`src/rtl/sdc_pkg.sv`:
```
package sdc_pkg;

    typedef enum logic [2:0] {
        S_IDLE,
        S_SEND,
        S_WAIT,
        S_RECV,
        S_EVAL
    } cmd_state_t;

    localparam logic [1:0] RT_NONE  = 2'b00;
    localparam logic [1:0] RT_LONG  = 2'b01;
    localparam logic [1:0] RT_SHORT = 2'b10;
    localparam logic [1:0] RT_BUSY  = 2'b11;

    localparam int CRC_IN_W = 120;

    // Serial CRC7 over a zero-extended field; leading zeros leave a zero state untouched.
    function automatic logic [6:0] crc7_calc(input logic [CRC_IN_W-1:0] d);
        logic [6:0] c;
        logic       fb;
        c = '0;
        for (int i = CRC_IN_W - 1; i >= 0; i--) begin
            fb = d[i] ^ c[6];
            c  = {c[5:0], 1'b0};
            if (fb) c = c ^ 7'h09;
        end
        return c;
    endfunction

endpackage

```
`src/rtl/sdc_cmd_tx.sv`:
```
module sdc_cmd_tx #(
    parameter int IDX_W   = 6,
    parameter int ARG_W   = 32,
    parameter int FRAME_W = 2 + IDX_W + ARG_W + 8
) (
    input  logic             clk,
    input  logic             rst_n,
    input  logic             load,
    input  logic [IDX_W-1:0] idx,
    input  logic [ARG_W-1:0] arg,
    input  logic             shift,
    output logic             bit_o,
    output logic             last_o
);
    localparam int CNT_W  = $clog2(FRAME_W);
    localparam int HEAD_W = 2 + IDX_W + ARG_W;

    logic [FRAME_W-1:0] sr;
    logic [CNT_W-1:0]   cnt;
    logic [HEAD_W-1:0]  head;

    assign head = {2'b01, idx, arg};

    always_ff @(posedge clk or negedge rst_n) begin
        if (!rst_n) begin
            sr  <= '1;
            cnt <= '0;
        end else if (load) begin
            sr  <= {head, sdc_pkg::crc7_calc(sdc_pkg::CRC_IN_W'(head)), 1'b1};
            cnt <= '0;
        end else if (shift) begin
            sr  <= {sr[FRAME_W-2:0], 1'b1};
            cnt <= cnt + 1'b1;
        end
    end

    assign bit_o  = sr[FRAME_W-1];
    assign last_o = (cnt == CNT_W'(FRAME_W - 1));
endmodule

```
`src/rtl/sdc_rsp_rx.sv`:
```
module sdc_rsp_rx #(
    parameter int SHORT_W = 48,
    parameter int LONG_W  = 136
) (
    input  logic              clk,
    input  logic              rst_n,
    input  logic              clear,
    input  logic              sample,
    input  logic              bit_i,
    input  logic              long_sel,
    output logic [LONG_W-1:0] sr_o,
    output logic              last_o
);
    localparam int CNT_W = $clog2(LONG_W + 1);

    logic [CNT_W-1:0] cnt;

    always_ff @(posedge clk or negedge rst_n) begin
        if (!rst_n) begin
            sr_o <= '0;
            cnt  <= '0;
        end else if (clear) begin
            sr_o <= '0;
            cnt  <= '0;
        end else if (sample) begin
            sr_o <= {sr_o[LONG_W-2:0], bit_i};
            cnt  <= cnt + 1'b1;
        end
    end

    // High when the bit about to be sampled completes the reply
    assign last_o = long_sel ? (cnt == CNT_W'(LONG_W - 1)) : (cnt == CNT_W'(SHORT_W - 1));
endmodule

```
`src/rtl/sdc_busy_track.sv`:
```
module sdc_busy_track (
    input  logic clk,
    input  logic rst_n,
    input  logic set_i,
    input  logic arm_i,
    input  logic abort_i,
    input  logic stb_i,
    input  logic dat0_i,
    output logic busy_o
);
    logic armed;

    always_ff @(posedge clk or negedge rst_n) begin
        if (!rst_n) begin
            busy_o <= 1'b0;
            armed  <= 1'b0;
        end else if (set_i) begin
            busy_o <= 1'b1;
            armed  <= 1'b0;
        end else if (abort_i) begin
            busy_o <= 1'b0;
            armed  <= 1'b0;
        end else if (arm_i) begin
            armed  <= 1'b1;
        end else if (armed && stb_i && dat0_i) begin
            busy_o <= 1'b0;
            armed  <= 1'b0;
        end
    end
endmodule

```
`src/rtl/sdc_cmd_engine.sv`:
```
module sdc_cmd_engine
    import sdc_pkg::*;
#(
    parameter int ARG_W       = 32,
    parameter int CMDR_W      = 16,
    parameter int IDX_W       = 6,
    parameter int RSP_TIMEOUT = 64
) (
    input  logic              clk,
    input  logic              rst_n,
    input  logic              sd_stb,
    input  logic              arg_we,
    input  logic [ARG_W-1:0]  arg_wdata,
    input  logic              cmd_we,
    input  logic [CMDR_W-1:0] cmd_wdata,
    input  logic              cmd_in,
    output logic              cmd_out,
    output logic              cmd_oe,
    input  logic              dat0_in,
    output logic              inhibit_cmd,
    output logic              inhibit_dat,
    output logic [31:0]       resp0,
    output logic [31:0]       resp1,
    output logic [31:0]       resp2,
    output logic [31:0]       resp3,
    output logic              evt_done,
    output logic              evt_error,
    output logic              err_timeout,
    output logic              err_crc,
    output logic              err_index,
    output logic              err_endbit
);
    localparam int WCNT_W  = $clog2(RSP_TIMEOUT);
    localparam int SHORT_W = 48;
    localparam int LONG_W  = 136;

    cmd_state_t state, state_nx;

    logic [ARG_W-1:0]  arg_q, arg_eff;
    logic [IDX_W-1:0]  idx_q;
    logic [1:0]        rtype_q;
    logic              crc_en_q, idx_en_q;
    logic [WCNT_W-1:0] wcnt;

    // command word fields
    logic [IDX_W-1:0] w_idx;
    logic [1:0]       w_rtype;
    logic             w_idx_chk, w_crc_chk;
    logic             unused_bits;
    assign w_idx     = cmd_wdata[8 +: IDX_W];
    assign w_idx_chk = cmd_wdata[4];
    assign w_crc_chk = cmd_wdata[3];
    assign w_rtype   = cmd_wdata[1:0];

    logic accept, tx_bit, tx_last, rx_last, rx_sample, timeout_hit;
    logic [LONG_W-1:0] rx_sr;
    assign unused_bits = ^{cmd_wdata[CMDR_W-1:8+IDX_W], cmd_wdata[7:5], cmd_wdata[2], rx_sr[LONG_W-1:128]};

    assign accept  = cmd_we && (state == S_IDLE) && !(w_rtype == RT_BUSY && inhibit_dat);
    assign arg_eff = arg_we ? arg_wdata : arg_q;

    sdc_cmd_tx #(.IDX_W(IDX_W), .ARG_W(ARG_W)) u_tx (
        .clk(clk), .rst_n(rst_n), .load(accept), .idx(w_idx), .arg(arg_eff),
        .shift(sd_stb && state == S_SEND), .bit_o(tx_bit), .last_o(tx_last)
    );

    assign rx_sample = sd_stb && ((state == S_WAIT && !cmd_in) || state == S_RECV);

    sdc_rsp_rx #(.SHORT_W(SHORT_W), .LONG_W(LONG_W)) u_rx (
        .clk(clk), .rst_n(rst_n), .clear(accept), .sample(rx_sample), .bit_i(cmd_in),
        .long_sel(rtype_q == RT_LONG), .sr_o(rx_sr), .last_o(rx_last)
    );

    assign timeout_hit = (state == S_WAIT) && sd_stb && cmd_in && (wcnt == WCNT_W'(RSP_TIMEOUT - 1));

    sdc_busy_track u_busy (
        .clk(clk), .rst_n(rst_n),
        .set_i(accept && w_rtype == RT_BUSY),
        .arm_i(state == S_EVAL && rtype_q == RT_BUSY),
        .abort_i(timeout_hit && rtype_q == RT_BUSY),
        .stb_i(sd_stb), .dat0_i(dat0_in), .busy_o(inhibit_dat)
    );

    // reply checks
    logic       is_long, has_rsp, crc_bad, idx_bad, end_bad;
    logic [6:0] crc_calc;
    assign is_long  = (rtype_q == RT_LONG);
    assign has_rsp  = (rtype_q != RT_NONE);
    assign crc_calc = is_long ? crc7_calc(rx_sr[127:8]) : crc7_calc(CRC_IN_W'(rx_sr[SHORT_W-1:8]));
    assign crc_bad  = has_rsp && crc_en_q && (crc_calc != rx_sr[7:1]);
    assign idx_bad  = has_rsp && !is_long && idx_en_q && (rx_sr[45:40] != idx_q);
    assign end_bad  = has_rsp && !rx_sr[0];

    // state register
    always_ff @(posedge clk or negedge rst_n) begin
        if (!rst_n) state <= S_IDLE;
        else        state <= state_nx;
    end

    always_comb begin
        state_nx = state;
        unique case (state)
            S_IDLE: if (accept) state_nx = S_SEND;
            S_SEND: if (sd_stb && tx_last) state_nx = (rtype_q == RT_NONE) ? S_EVAL : S_WAIT;
            S_WAIT: begin
                if (sd_stb && !cmd_in) state_nx = S_RECV;
                else if (timeout_hit)  state_nx = S_IDLE;
            end
            S_RECV: if (sd_stb && rx_last) state_nx = S_EVAL;
            S_EVAL: state_nx = S_IDLE;
            default: state_nx = S_IDLE;
        endcase
    end

    // outputs and datapath registers
    always_ff @(posedge clk or negedge rst_n) begin
        if (!rst_n) begin
            arg_q <= '0; idx_q <= '0; rtype_q <= RT_NONE; crc_en_q <= 1'b0; idx_en_q <= 1'b0;
            wcnt <= '0;
            resp0 <= '0; resp1 <= '0; resp2 <= '0; resp3 <= '0;
            evt_done <= 1'b0; evt_error <= 1'b0; err_timeout <= 1'b0;
            err_crc <= 1'b0; err_index <= 1'b0; err_endbit <= 1'b0;
        end else begin
            if (arg_we) arg_q <= arg_wdata;
            if (accept) begin
                idx_q <= w_idx; rtype_q <= w_rtype;
                crc_en_q <= w_crc_chk; idx_en_q <= w_idx_chk;
                wcnt <= '0;
            end else if (state == S_WAIT && sd_stb && cmd_in) begin
                wcnt <= wcnt + 1'b1;
            end
            if (state == S_EVAL && is_long) begin
                resp3 <= {8'h00, rx_sr[127:104]};
                resp2 <= rx_sr[103:72];
                resp1 <= rx_sr[71:40];
                resp0 <= rx_sr[39:8];
            end else if (state == S_EVAL && has_rsp) begin
                resp0 <= rx_sr[39:8];
            end
            evt_done    <= (state == S_EVAL);
            err_crc     <= (state == S_EVAL) && crc_bad;
            err_index   <= (state == S_EVAL) && idx_bad;
            err_endbit  <= (state == S_EVAL) && end_bad;
            err_timeout <= timeout_hit;
            evt_error   <= ((state == S_EVAL) && (crc_bad || idx_bad || end_bad)) || timeout_hit;
        end
    end

    assign inhibit_cmd = (state != S_IDLE);
    assign cmd_oe      = (state == S_SEND);
    assign cmd_out     = cmd_oe ? tx_bit : 1'b1;
endmodule

```
`config.mk`:
```
export PLATFORM = sky130hd
export DESIGN_NAME = sdc_cmd_engine
export DESIGN_NICKNAME = d
export VERILOG_FILES = /design/src/rtl/sdc_pkg.sv /design/src/rtl/sdc_cmd_tx.sv /design/src/rtl/sdc_rsp_rx.sv /design/src/rtl/sdc_busy_track.sv /design/src/rtl/sdc_cmd_engine.sv
export SDC_FILE = /design/constraint.sdc
export NUM_CORES = 1
export LEC_CHECK = 0
export ABC_AREA = 1
export BUFFER_PORTS_ARGS = -buffer_cell sky130_fd_sc_hd__buf_4
export CORE_AREA = 5 5 222 224
export CTS_BUF_LIST = sky130_fd_sc_hd__clkbuf_16
export DETAILED_ROUTE_END_ITERATION = 8
export DIE_AREA = 0 0 227 229
export PLACE_DENSITY_LB_ADDON = 0.3
export SETUP_SLACK_MARGIN = 0.3
export SLEW_MARGIN = 20
export SYNTH_ARGS = -nofsm -noshare
export SYNTH_HDL_FRONTEND = slang
export SYNTH_SLANG_ARGS = --single-unit
```
`constraint.sdc`:
```
create_clock -name clk -period 7 [get_ports clk]
set_clock_uncertainty 0.05 [all_clocks]
set_input_delay 1.4 -clock clk [delete_from_list [all_inputs] [get_ports clk]]
set_output_delay 1.4 -clock clk [all_outputs]
set_load 0.01 [all_outputs]
```
Word-level counts from Yosys, hierarchy flattened
Index checks and enable logic that the tools add are counted.
- mux-type cells: 268
- bitwise operators: 393
- div/mod/pow operators: 0
- reduce and logical (&&, ||, !) cells: 49
- multipliers: 0
- $lt $le $gt $ge: 0
- $add $sub $neg: 3
- equal/unequal tests: 18
- shift-type cells: 0
- operators with widths (kind ; number):
    4-bit 2-to-1 mux ; 199
    2-bit NOT ; 197
    7-bit 2-to-1 mux ; 40
    128-bit 2-to-1 mux ; 2
    1-bit XOR ; 190
    32-bit 2-to-1 mux ; 3
    48-bit 2-to-1 mux ; 2
    1-bit logical AND ; 29
    6-bit 2-to-1 mux ; 4
    3-bit 2-to-1 mux ; 6
    8-bit 2-to-1 mux ; 2
    6-bit by 1-bit adder with 6-bit output (second input constant) ; 2
    6-bit equality test (second input constant) ; 2
    3-bit case mux with 4 select lines ; 1
    2-bit nonzero test ; 5
    1-bit 2-to-1 mux ; 9
    8-bit by 1-bit adder with 8-bit output (second input constant) ; 1
    8-bit by 6-bit equality test with 1-bit output (second input constant) ; 1
    8-bit equality test (second input constant) ; 1
    7-bit != test ; 1
    3-bit by 2-bit equality test with 1-bit output (second input constant) ; 2
    3-bit by 2-bit != test with 1-bit output (second input constant) ; 2
    6-bit != test ; 1
    3-bit nonzero test ; 2
    14 further kinds ; 27
- input bits: 55
- output and inout port bits: 138
- memories kept: 0
- register bits: 369
- bits in latches: 0
- RAM bits: 0
- ROM bits: 0

Logic depth before layout (Yosys ltp)
- depth after elaboration: 246
- mapped depth: 85
- depth with buffers taken out: 85

Hierarchy
A second synthesis with hierarchy kept.
- cell total of the unflattened synthesis: 3015
- area total of the unflattened synthesis: 22338.9 um^2
- by module, submodules not included (module ; area each (um^2) ; cells each ; times used):
    sdc_cmd_engine ; 12639.6 ; 1816 ; 1
    sdc_rsp_rx ; 5738.0 ; 635 ; 1
    sdc_cmd_tx ; 3849.9 ; 550 ; 1
    sdc_busy_track ; 111.4 ; 14 ; 1

Worst setup path after synthesis
No wires, ideal clock.
- path type: reg-to-reg
- from: reg u_rx.sr_o[124]
- to: reg evt_error
- data required time: 6829 ps
- arrival: 5704 ps
- path slack: 1125 ps
- stages on the path, launching flop included: 81
- cell sequence: dfrtp_1 > inv_2 > nand2_1 > nand2_1 > clkinv_1 > nand2_2 > nand2_1 > nand2_1 > nand2_1 > inv_1 > nand2_1 > nand2_2 > nand3_1 > nand2_1 > inv_1 > nand2_2 > nand2_1 > nand2_1 > [... 45 more ...] > nand2_2 > nand2_1 > nand2_1 > nand2_1 > nand2_1 > nand2_1 > nand2_1 > inv_1 > nand2_2 > nand2_2 > nand2_1 > nand2_1 > nand2_1 > nand4_1 > nor2_1 > nand2_1 > nand2_1 > nand2_1
- longest elaborated chain between the ends: 109
- elaborated cells on any way between the ends: 337
- those cells by class: 1 x eq/ne; 118 x mux; 213 x bitwise; 5 x reduce/logical
- ends and longest elaborated chain (what ; RTL line ; text):
    start, declared ; sdc_rsp_rx.sv:11 ; output logic [LONG_W-1:0] sr_o,
    start signal, assigned ; sdc_rsp_rx.sv:26 ; sr_o <= {sr_o[LONG_W-2:0], bit_i};
    1-bit XOR * ; sdc_pkg.sv:24 ; fb = d[i] ^ c[6];
    4-bit 2-to-1 mux * ; sdc_pkg.sv:26 ; if (fb) c = c ^ 7'h09;
    4-bit 2-to-1 mux (2 in a row) ; sdc_pkg.sv:26 ;
    2-bit NOT (no source line) ; - ;
    4-bit 2-to-1 mux ; sdc_pkg.sv:26 ;
    1-bit XOR ; sdc_pkg.sv:24 ;
    4-bit 2-to-1 mux (3 in a row) ; sdc_pkg.sv:26 ;
    2-bit NOT (no source line) ; - ;
    [... 89 more ...] ; - ;
    2-bit NOT (no source line) ; - ;
    4-bit 2-to-1 mux ; sdc_pkg.sv:26 ;
    7-bit 2-to-1 mux * ; sdc_cmd_engine.sv:89 ; assign crc_calc = is_long ? crc7_calc(rx_sr[127:8]) : crc7_calc(CRC_IN_W'(rx_sr[SHORT_W-1:8]));
    7-bit != test * ; sdc_cmd_engine.sv:90 ; assign crc_bad = has_rsp && crc_en_q && (crc_calc != rx_sr[7:1]);
    1-bit logical AND * ; sdc_cmd_engine.sv:90 ;
    1-bit logical OR * (2 in a row) ; sdc_cmd_engine.sv:145 ; evt_error <= ((state == S_EVAL) && (crc_bad || idx_bad || end_bad)) || timeout_hit;
    1-bit logical AND * ; sdc_cmd_engine.sv:145 ;
    1-bit logical OR * ; sdc_cmd_engine.sv:145 ;
    end signal, assigned ; sdc_cmd_engine.sv:145 ;
    end, declared ; sdc_cmd_engine.sv:27 ; output logic evt_error,
Mark *: on every way between the ends. The rest lies on a longest branch, timed or not.
A chain may end at the register's enable or synchronous reset.

Final worst setup path
Same ends and word-level chain as after synthesis.

==> results.txt <==
----------------------------------------------------
[Run status]
  Outcome ... complete, but fails checks
  Violated checks ... negative setup slack

[Place]
  Hpwl dp ... 35.6 mm
  Area after detailed placement ... around 0.022 mm²
  Number of buffers added on ports ... 178
  Post-Place Setup Slack ... -0.117 ns
  Placer Congestion ... ~0.83

[Critical path]
  Category of the critical setup timing path ... reg2reg
  Beginning of the worst register-to-register path ... u_rx.sr_o[124]
  Critical path fanouts, max ... 5
  WP buf/inv ... 10
  Number of cell instances on the worst register-to-register path ... slightly below 80
  Biggest cell delay along the critical path ... 0.41 ns
  Reg2reg end ... evt_error
  Worst-path cell with the longest stage delay ... sky130_fd_sc_hd__dfrtp_1
  Data required time of the critical path ... between 7 and 8 ns
  Last element of the critical path ... evt_error
  Signal arrival time at the worst endpoint ... ~7.4 ns
  Reg2Reg Setup Slack ... -0.04 ns
  Crit path depth ... 79
  Kind of end point of the critical path ... flip-flop
  Dominant delay contributor by cell family on the critical path ... simple AND/OR/NAND/NOR gates
  Startpoint kind of the worst setup timing path ... flip-flop
  Cell seen most often among critical-path stages ... sky130_fd_sc_hd__nand2_2
  Setup crit start ... u_rx.sr_o[124]

[Floorplan]
  Die Footprint ... a little over 0.05 mm²
  Die width ... around 230 µm
  CORE AREA ... between 0.04 and 0.05 mm²
  Total number of placement rows ... 80
  Io pins ... 193
  DIE HEIGHT ... 229 µm
  Starting density of the core ... between 40% and 50%

[Route]
  Drt via density ... 5.15
  Wirelength per Cell ... 15.5 µm
  Number of remaining DRC errors ... 0
  Initial detailed-routing violation count ... about 970
  Number of iterations in the first detailed-routing pass ... 5
  Vias after detailed routing ... 17100
  Number of routed nets with antenna violations ... 0
  Total detailed-routing wirelength ... 51.6 mm

[GRT]
  Global-route wire length before repair ... roughly 85 mm
  Maximum number of pins on one net before global-route repair ... approximately 170
  Number of global-route vias before repair ... between 15000 and 20000
  Total GRT Usage ... roughly a fifth
  Antenna violations before repair ... 0
  Grt ovf ... 0

[Flow run]
  Number of violations of the max-capacitance limit ... 0

[Logic synthesis]
  Post-Synthesis Mean Instance Area ... 8.07 µm²
  Number of flip-flops and latches in the synthesized netlist ... between 300 and 400
  Cell area after synthesis ... ~0.020 mm²
  Top flip-flop cell by instance count after synthesis ... sky130_fd_sc_hd__dfrtp_1
  Post-synthesis sequential area ratio ... a little under half
  Synth async-reset ratio ... between 90% and 100%
  Number of synthesized flops with an enable pin ... 0
  Synth cell types ... 37
  Post-synthesis instance total ... around 2500
  Warnings, synthesis ... 0

[STA]
  Total negative slack for setup checks ... -0.0663 ns
  Max Fclk ... 142 MHz
  Worst slew margin relative to its limit ... ~26%
  Max-slew violation total from the final report ... 0
  Smallest setup slack after layout ... -0.0384 ns
  Final worst-path cycle share ... 101%
  Transition at the pin with the smallest max-transition slack ... ~1.1 ns
  Final Hold Violating Endpoints ... 0
  RSZ-0062 raised after global routing ... true
  Final worst path period need ... 7.04 ns
  Min Hold Slack ... about 0.39 ns
  Finish-stage setup viols ... 2

[Cells and area]
  Antenna cells ... 0
  Most common cell after layout, fill and taps aside ... sky130_fd_sc_hd__nand2_1
  Number of nets in the final layout ... ~2700
  Area Overhead vs Synth ... 23.4%
  Post-route design area ... approximately 0.025 mm²
  Share of cells above drive strength 1 ... 31.6%
  Leading cell types in the layout, fill and taps excluded ... 514 x sky130_fd_sc_hd__nand2_1, 318 x sky130_fd_sc_hd__dfrtp_1, 274 x sky130_fd_sc_hd__inv_1, 268 x sky130_fd_sc_hd__nand2_2, 224 x sky130_fd_sc_hd__buf_4

[Min path]
  Hold/Removal Path Class ... reg2reg

[Clock tree]
  CTS buffer count ... 42
  Skew-Pair Late Insertion Delay ... 0.56 ns
  Clock sink total ... ~370
  TritonCTS clock tree ... built
  Hold Buf Count CTS ... 0
  # H-tree levels ... 2
  Clock root buffer ... sky130_fd_sc_hd__clkbuf_16
  Deepest clock path buffer count ... 3
  Clk slew on worst S/H paths ... roughly 0.06 ns

----------------------------------------------------
## metrics by stage
step                utilization [%]  instances
detailed placement             47.0       3236
CTS                            50.8       3318
floorplan                         -       2491
finish                         52.5       3325
global route                   52.5       3325
global placement               47.0       3236
## cells by family (layout without fill, tap and decap cells)
| kind of cell | count (synthesis) | in the layout | synth area share (%) |
|---|---|---|---|
| AO/OA/AOI/OAI | 349 | 349 | 10.3 |
| flip-flops | 368 | 368 | 46.2 |
| AND/OR/NAND/NOR | 1176 | 1176 | 27.2 |
| buffers and inverters | 406 | 625 | 7.77 |
| other | 1 | 8 | 0.0187 |
| XOR/XNOR | 149 | 149 | 6.51 |
| multiplexers | 32 | 32 | 1.80 |
| adder cells (fa/ha/maj) | 3 | 3 | 0.187 |
## how the worst min path moves through the flow
stage	from	end	slack [ns]	cells after the start
floorplan	u_rx.sr_o[0]	err_endbit	0.37	1
global placement	u_rx.sr_o[0]	err_endbit	0.38	1
detailed placement	u_rx.sr_o[0]	err_endbit	0.38	1
CTS	u_rx.sr_o[0]	err_endbit	0.39	1
global route	u_rx.sr_o[0]	err_endbit	0.42	1
finish	u_rx.sr_o[0]	err_endbit	0.39	1
## per-layer routing
metal | GRT usage (%) | wire (µm) | share of wire [%]
met5 | 0 | 0 | 0
met4 | 5.96 | 1360 | 2.6
met3 | 3.01 | 2220 | 4.3
met2 | 31.9 | 24800 | 48
met1 | 26.1 | 23200 | 45
## cells in the mapped netlist, types with 16 or more instances
cell type                  instances  share of area [%]
sky130_fd_sc_hd__nand2_1         690                 13
sky130_fd_sc_hd__dfrtp_1         321                 40
sky130_fd_sc_hd__inv_1           271                5.1
sky130_fd_sc_hd__nand3_1         216                5.4
sky130_fd_sc_hd__nand2_2         152                4.7
sky130_fd_sc_hd__o21ai_0         150                3.7
sky130_fd_sc_hd__o22ai_1         134                4.2
sky130_fd_sc_hd__xor2_1           90                3.9
sky130_fd_sc_hd__clkbuf_1         67                1.3
sky130_fd_sc_hd__xnor2_1          59                2.6
sky130_fd_sc_hd__inv_2            50               0.94
sky130_fd_sc_hd__dfstp_2          47                6.2
sky130_fd_sc_hd__nor2_1           41               0.77
sky130_fd_sc_hd__o221ai_1         38                1.7
sky130_fd_sc_hd__mux2_2           32                1.8
sky130_fd_sc_hd__nand3_2          24                1.2
sky130_fd_sc_hd__a21oi_1          19               0.47
sky130_fd_sc_hd__nor3_1           17               0.42
sky130_fd_sc_hd__nand2_4          16               0.90
## registers in the layout, indices dropped and copies added (netlist names), 8 cells and up
| name | flops |
|---|---|
| u_rx.cnt | 8 |
| resp0 | 32 |
| resp1 | 32 |
| resp3 | 24 |
| resp2 | 32 |
| u_tx.sr | 47 |
| u_rx.sr_o | 128 |
| arg_q | 32 |
## layout make-up
cell class / count / area, µm²
timing repair buffer: 229 / 1780
tap: 615 / 769
clock inverter: 32 / 289
multi-input combinational: 1717 / 10400
fill: 4294 / 22400
clock buffer: 42 / 1050
sequential: 368 / 9270
inverter: 322 / 1210
## repair_timing
item	CTS	global route
endpoints found under the hold margin	0	0
setup endpoints to repair	2	2
setup buffers	8	6
gates resized for setup	120	192
pin swaps	39	101
Power is not shown: default switching activity piles up to over one toggle a cycle in this logic, so the estimate is an artifact.
